`src/rtl/cla_pkg.sv`:
```
package cla_pkg;
    localparam int unsigned SLICE_W_DEF    = 4;
    localparam int unsigned NUM_SLICES_DEF = 4;

    typedef struct packed {
        logic p;
        logic g;
    } pg_t;
endpackage

```
`src/rtl/cla_lookahead.sv`:
```
module cla_lookahead #(
    parameter int unsigned N = 4
) (
    input  logic [N-1:0] p_i,
    input  logic [N-1:0] g_i,
    input  logic         c0_i,
    output logic [N:0]   c_o,
    output logic         grp_p_o,
    output logic         grp_g_o
);
    // Flattened carries: carry k is the OR of every generate below k gated by
    // the propagates between it and k, plus c0 gated by all lower propagates.
    always_comb begin
        for (int k = 0; k <= N; k++) begin
            logic acc;
            logic term;
            term = c0_i;
            for (int j = 0; j < k; j++) term = term & p_i[j];
            acc = term;
            for (int j = 0; j < k; j++) begin
                term = g_i[j];
                for (int m = j + 1; m < k; m++) term = term & p_i[m];
                acc = acc | term;
            end
            c_o[k] = acc;
        end
    end

    always_comb begin
        logic gg;
        logic t;
        grp_p_o = &p_i;
        gg = 1'b0;
        for (int j = 0; j < N; j++) begin
            t = g_i[j];
            for (int m = j + 1; m < N; m++) t = t & p_i[m];
            gg = gg | t;
        end
        grp_g_o = gg;
    end

    // the flattened carries agree with a ripple of the same terms
    always_comb begin
        logic rc;
        rc = c0_i;
        for (int k = 0; k < N; k++) begin
            rc = g_i[k] | (p_i[k] & rc);
            assert_flat_eq_ripple_R3: assert (c_o[k+1] == rc)
                else $error("lookahead carry %0d mismatch", k + 1);
        end
    end
endmodule

```
`src/rtl/cla_slice.sv`:
```
module cla_slice
    import cla_pkg::*;
#(
    parameter int unsigned W = SLICE_W_DEF
) (
    input  logic [W-1:0] a_i,
    input  logic [W-1:0] b_i,
    input  logic         cin_i,
    output logic [W-1:0] sum_o,
    output logic         cout_o,
    output logic         c_msb_o,
    output pg_t          grp_o
);
    logic [W-1:0] bit_p;
    logic [W-1:0] bit_g;
    logic [W:0]   carry;

    assign bit_p = a_i ^ b_i;
    assign bit_g = a_i & b_i;

    cla_lookahead #(.N(W)) u_la (
        .p_i     (bit_p),
        .g_i     (bit_g),
        .c0_i    (cin_i),
        .c_o     (carry),
        .grp_p_o (grp_o.p),
        .grp_g_o (grp_o.g)
    );

    assign sum_o   = bit_p ^ carry[W-1:0];
    assign cout_o  = carry[W];
    assign c_msb_o = carry[W-1];

    always_comb begin
        assert_slice_add_R3: assert ({cout_o, sum_o} == ({1'b0, a_i} + {1'b0, b_i} + (W+1)'(cin_i)))
            else $error("slice sum mismatch");
        if (grp_o.g) begin
            assert_group_gen_R4: assert (cout_o == 1'b1)
                else $error("group generate without carry out");
        end
        if (grp_o.p) begin
            assert_group_prop_R4: assert (cout_o == cin_i)
                else $error("group propagate did not pass carry");
        end
    end
endmodule

```
`src/rtl/cla16_adder.sv`:
```
module cla16_adder
    import cla_pkg::*;
#(
    parameter int unsigned SLICE_W    = SLICE_W_DEF,
    parameter int unsigned NUM_SLICES = NUM_SLICES_DEF,
    localparam int unsigned WIDTH     = SLICE_W * NUM_SLICES
) (
    input  logic [WIDTH-1:0] a_i,
    input  logic [WIDTH-1:0] b_i,
    input  logic             cin_i,
    output logic [WIDTH-1:0] sum_o,
    output logic             cout_o,
    output logic             grp_p_o,
    output logic             grp_g_o,
    output logic             ovf_o
);
    pg_t  [NUM_SLICES-1:0]  slice_pg;
    logic [NUM_SLICES-1:0]  slice_p;
    logic [NUM_SLICES-1:0]  slice_g;
    logic [NUM_SLICES:0]    level2_c;
    logic [NUM_SLICES-1:0]  slice_cout;
    logic [NUM_SLICES-1:0]  slice_cmsb;

    for (genvar s = 0; s < NUM_SLICES; s++) begin : g_slice
        cla_slice #(.W(SLICE_W)) u_slice (
            .a_i     (a_i[s*SLICE_W +: SLICE_W]),
            .b_i     (b_i[s*SLICE_W +: SLICE_W]),
            .cin_i   (level2_c[s]),
            .sum_o   (sum_o[s*SLICE_W +: SLICE_W]),
            .cout_o  (slice_cout[s]),
            .c_msb_o (slice_cmsb[s]),
            .grp_o   (slice_pg[s])
        );
        assign slice_p[s] = slice_pg[s].p;
        assign slice_g[s] = slice_pg[s].g;
    end

    cla_lookahead #(.N(NUM_SLICES)) u_level2 (
        .p_i     (slice_p),
        .g_i     (slice_g),
        .c0_i    (cin_i),
        .c_o     (level2_c),
        .grp_p_o (grp_p_o),
        .grp_g_o (grp_g_o)
    );

    assign cout_o = level2_c[NUM_SLICES];
    assign ovf_o  = slice_cmsb[NUM_SLICES-1] ^ level2_c[NUM_SLICES];

    always_comb begin
        for (int s = 0; s < NUM_SLICES; s++) begin
            assert_level2_carry_R5: assert (slice_cout[s] == level2_c[s+1])
                else $error("slice %0d carry disagrees with second level", s);
        end
        assert_total_R1: assert ({cout_o, sum_o} == ({1'b0, a_i} + {1'b0, b_i} + (WIDTH+1)'(cin_i)))
            else $error("adder total mismatch");
        assert_signed_ovf_R8: assert (ovf_o == ((a_i[WIDTH-1] == b_i[WIDTH-1]) && (sum_o[WIDTH-1] != a_i[WIDTH-1])))
            else $error("overflow flag mismatch");
    end
endmodule

```
`config.mk`:
```
export PLATFORM = sky130hd
export DESIGN_NAME = cla16_adder
export DESIGN_NICKNAME = d
export VERILOG_FILES = /design/src/rtl/cla_pkg.sv /design/src/rtl/cla_lookahead.sv /design/src/rtl/cla_slice.sv /design/src/rtl/cla16_adder.sv
export SDC_FILE = /design/constraint.sdc
export NUM_CORES = 1
export LEC_CHECK = 0
export ABC_AREA = 1
export BUFFER_PORTS_ARGS = -buffer_cell sky130_fd_sc_hd__buf_2
export CORE_MARGIN = 2
export CORE_UTILIZATION = 51
export DETAILED_ROUTE_END_ITERATION = 10
export GPL_TIMING_DRIVEN = 1
export PLACE_DENSITY = 0.93
export SYNTH_ARGS = -nofsm -noshare
export SYNTH_HDL_FRONTEND = slang
export SYNTH_HIERARCHICAL = 1
export SYNTH_SLANG_ARGS = --single-unit
```
`constraint.sdc`:
```
create_clock -name vclk -period 4.5
set_input_delay 0.45 -clock vclk [all_inputs]
set_output_delay 0.45 -clock vclk [all_outputs]
set_load 0.02 [all_outputs]
```
Word-level counts from Yosys, hierarchy flattened
Cells that the tools add are included.
Operators by class
  bitwise gates (word level): 108
  reduce and logical (&&, ||, !) cells: 5
Operator list (count)
  $or 1x1->1: 49
  $and 1x1->1: 46
  $xor 4x4->4: 8
  $and 4x4->4: 4
  $reduce_and 16->1: 1
  $reduce_and 4->1: 4
  $xor 1x1->1: 1
Word-level totals
  register bits: 0
  input bits: 33

Depth between registers and ports, before layout
  word-level depth: 19
  depth in mapped cells: 11

Modules after synthesis
The synthesis kept the hierarchy.
By module, submodules not included
  cla_slice: times used 4, cells each 24, area an instance 125.1 um2, seq. area each 0.0 um2
  cla_lookahead: times used 5, cells each 17, area an instance 87.6 um2, seq. area each 0.0 um2
  cla16_adder: times used 1, cells each 5, area an instance 18.8 um2, seq. area each 0.0 um2

Least setup slack after synthesis
Ideal clock, no wire load.
  kind: input-to-output
  start: input port a_i[1]
  end: output port sum_o[10]
  arrival time: 2076 ps
  data required time: 4050 ps
  path slack: 1974 ps
  stages on the path: 11
  path buffers: 0
  cells stage by stage: ha_1 > nand3_1 > a31o_1 > nand2_1 > a21o_1 > a21o_2 > a21o_1 > a21o_2 > inv_1 > nand2_1 > nand2_1
On the way
  longest elaborated chain between the ends: 15
  elaborated cells between the ends (all ways): 21
  those cells by class: 20 x bitwise; 1 x reduce/logical
RTL lines
  start: declaration: RTL line cla16_adder.sv:8  | input logic [WIDTH-1:0] a_i,
  $xor 4x4->4: RTL line cla_slice.sv:18  | assign bit_p = a_i ^ b_i;
  $and 1x1->1 (3 in series): RTL line cla_lookahead.sv:36  | for (int m = j + 1; m < N; m++) t = t & p_i[m];
  $or 1x1->1 * (3 in series): RTL line cla_lookahead.sv:37  | gg = gg | t;
  net slice_g[0]: RTL line cla16_adder.sv:19  | logic [NUM_SLICES-1:0] slice_g;
  $and 1x1->1 *: RTL line cla_lookahead.sv:22  | for (int m = j + 1; m < k; m++) term = term & p_i[m];
  $or 1x1->1 * (2 in series): RTL line cla_lookahead.sv:23  | acc = acc | term;
  net level2_c[2]: RTL line cla16_adder.sv:20  | logic [NUM_SLICES:0] level2_c;
  $and 1x1->1 *: RTL line cla_lookahead.sv:18  | for (int j = 0; j < k; j++) term = term & p_i[j];
  $and 1x1->1 *
  $or 1x1->1 * (2 in series): RTL line cla_lookahead.sv:23
  net g_slice[2].u_slice.carry[2]: RTL line cla_slice.sv:16  | logic [W:0] carry;
  $xor 4x4->4 *: RTL line cla_slice.sv:30  | assign sum_o = bit_p ^ carry[W-1:0];
  end: declaration: RTL line cla16_adder.sv:11  | output logic [WIDTH-1:0] sum_o,
Mark *: on every way through the listed nets, which the timed path passes. The rest lies on a longest branch.

Final worst setup path
  start: input port a_i[1]
  end: output port sum_o[10]
On the way
  longest elaborated chain between the ends: 15
  elaborated cells between the ends (all ways): 21
  those cells by class: 20 x bitwise; 1 x reduce/logical
RTL lines
  $xor 4x4->4: RTL line cla_slice.sv:18
  net g_slice[0].u_slice.bit_p[1]: RTL line cla_slice.sv:14  | logic [W-1:0] bit_p;
  $and 1x1->1 (3 in series): RTL line cla_lookahead.sv:36
  $or 1x1->1 (3 in series): RTL line cla_lookahead.sv:37
  net slice_g[0]: RTL line cla16_adder.sv:19
  $and 1x1->1: RTL line cla_lookahead.sv:22
  $or 1x1->1 (2 in series): RTL line cla_lookahead.sv:23
  net level2_c[2]: RTL line cla16_adder.sv:20
  $and 1x1->1: RTL line cla_lookahead.sv:18
  $and 1x1->1
  $or 1x1->1 (2 in series): RTL line cla_lookahead.sv:23
  net g_slice[2].u_slice.carry[2]: RTL line cla_slice.sv:16
  $xor 4x4->4: RTL line cla_slice.sv:30
The timed path passes the listed nets, and every way through them passes these cells.

==> results summary <==
The mean post-synth cell area came out at 5.21 µm². Dividing the detail-routed via count by the number of cells gives 4.56. The starting utilization of the core area came out at 53.7%. The actual transition at the worst max-transition pin is 262 ps. The growth of design area from synthesis to finish is 27.9%. The critical-path maximum fanout came out at 6. The number of warnings printed during yosys synthesis came out at 6. The wire length of the first global-routing pass is 2900 µm.

The leakage power figure came out at 0.870 nW. The buffer and inverter count on the worst path came out at 3. The worst ir drop on vdd came out at 0.0821 mV. The antenna cell count came out at 0. Summed over all nets, the switching power comes to 0.115 mW. The floorplan die height is 46.6 µm.

Among the stages of the critical path, the cell type that occurs most often is sky130_fd_sc_hd__nand2_1. The placed instance count came out at 251. After the flow finishes, the layout carries non-filler instances totaling 251. The count of buffers from port buffering is 53. Pin placement for this block handled 53 I/O pins. The number of pins exceeding their max-slew limit in the final report is 0.

The first-pass iteration count of the detailed router is 4. At the end of routability-driven placement, the weighted congestion stood at 0.786. The post-CTS setup-driven buffer insertion count came out at 0. The number of gates resized after CTS came out at 0. In the routed design, unresolved DRC markers number 0.

The die covers 0.00217 mm². The number of DRC violations after detailed-routing iteration 0 came out at 8. The total area of multi-input combinational cells came out at 706 µm². Sequential cells burn 0% of the power. The worst setup path is captured at a primary output. The layout sequential cell count came out at 0. The core utilization of the finished layout is 68.7%. STA puts the critical path data required time at 4050 ps. The number of standard cells after synthesis is 178.

The row count is 15. The max capacitance violation total came out at 0. The final layout net count is 277. Static timing analysis puts the maximum clock frequency at 357 MHz.

The proportion of layout cells with a drive suffix above 1 came out at 25.7%. The via count of the first global-routing pass is 807. Wires add up to 1920 µm.

The final sum of negative setup slack is 0 ps. The total overflow left after global routing is 0. The summed instance area of the synthesized netlist came out at 927 µm². The share of total power consumed by net switching came out at 60.7%. Setup repair after global routing left no endpoint under its margin.

The wire length per cell after detailed routing is 7.64 µm. The aggregate global-route resource usage came out at 17.2%. Traced cell by cell, the critical path runs through buf_2 > ha_1 > nand3_1 > a31o_1 > nand2_1 > a21o_1 > a21o_2 > a21o_1 > a21o_2 > inv_1 > nand2_1 > nand2_1 > buf_2. Of the available clock period, the critical path in the final layout requires 62.3%. The clock group share of total power is 0%. The footprint of the flip-flops and latches came out at 0 µm². Summing over every cut layer, the via total after detailed routing is 1145. The total of clock buffers placed in the layout came out at 0.

At the worst endpoint, the arrival time is 2350 ps. The power per unit of standard cell area came out at 160 mW/mm². The die is 46.6 µm wide.

The critical path startpoint category is a primary input. The routed design could run at a clock period as short as 2800 ps. The stage delay of the slowest cell on the critical path is 350 ps.

The synthesized net count came out at 227. The floorplan core area came out at 0.00173 mm². The worst setup path is of the in2out kind. The filler cell count is 171. The combinational share of power is 100.0%. Entering global routing, the biggest net connects 7 pins. The half-perimeter wire length of the detailed placement result is 1740 µm. The run finished with clean final reports. The antenna violation net count after detailed routing is 0. The number of antenna violations at the first check in global routing is 0. The final setup violation count came out at 0. The internal power is 0.0744 mW. Grouping stages by cell kind, the critical path spends the most delay in compound AO/OA/AOI/OAI gates.

The worst min-delay path category is in2out. The number of hold violations in the final report came out at 0. The number of hold buffers added after CTS is 0. The worst relative slew slack came out at 82.5%. The slowest cell on the critical path is sky130_fd_sc_hd__ha_1.
layer usage:
metal / routed length [µm] / vias to the layer above / global-route usage, %
met5: 0 / - / 0
met2: 957 / 27 / 35.3
met3: 84 / 0 / 0
li1: - / 641 / -
met1: 876 / 477 / 20.9
met4: 0 / 0 / 0
power groups by stage:
| stage | logic (mW) | registers, mW | clock network (mW) |
|---|---|---|---|
| 4_1_cts | 0.191 | 0 | 0 |
| 5_1_grt | 0.215 | 0 | 0 |
| 6_report | 0.189 | 0 | 0 |
| 3_3_place_gp | 0.187 | 0 | 0 |
| 3_5_place_dp | 0.190 | 0 | 0 |
| 2_1_floorplan | 0.141 | 0 | 0 |
tightest hold or removal path, stage by stage:
cell	delay [ps]
sky130_fd_sc_hd__buf_2	130
sky130_fd_sc_hd__nand2_1	70
sky130_fd_sc_hd__nand2_1	40
sky130_fd_sc_hd__buf_2	150
stage by stage:
step | setup slack [ps] | hold WS, ps | area (µm²) | total power [mW]
6_report | 1700 | 1280 | 1190 | 0.189
5_1_grt | 1580 | 1300 | 1190 | 0.215
4_1_cts | 1690 | 1290 | 1190 | 0.191
3_5_place_dp | 1690 | 1290 | 1190 | 0.190
3_3_place_gp | 1740 | 1280 | 1190 | 0.187
2_1_floorplan | 1970 | 1250 | 927 | 0.141
placed cells by master (no fill, tap or decap):
cell type                 instances
sky130_fd_sc_hd__nand3_1          5
sky130_fd_sc_hd__a21o_1           5
sky130_fd_sc_hd__nor2_1           5
sky130_fd_sc_hd__nand4_1         10
sky130_fd_sc_hd__a21o_2           5
sky130_fd_sc_hd__ha_1            16
sky130_fd_sc_hd__nand2_1         73
sky130_fd_sc_hd__a31o_1           5
sky130_fd_sc_hd__buf_2           53
sky130_fd_sc_hd__inv_1           49
path summary, 6_finish.rpt:
kind | from | to | slack [ps] | cells past startpoint
worst max-delay path | a_i[1] | sum_o[10] | 1700 | 13
worst min-delay path | cin_i | sum_o[0] | 1280 | 4
cell type report:
cell class                 count  share of cell area [%]
inverter                      49                    15.5
multi-input combinational    124                    59.5
tap                           25                    2.64
timing repair buffer          53                    22.4
No activity file was read; power rests on OpenSTA's default activity.
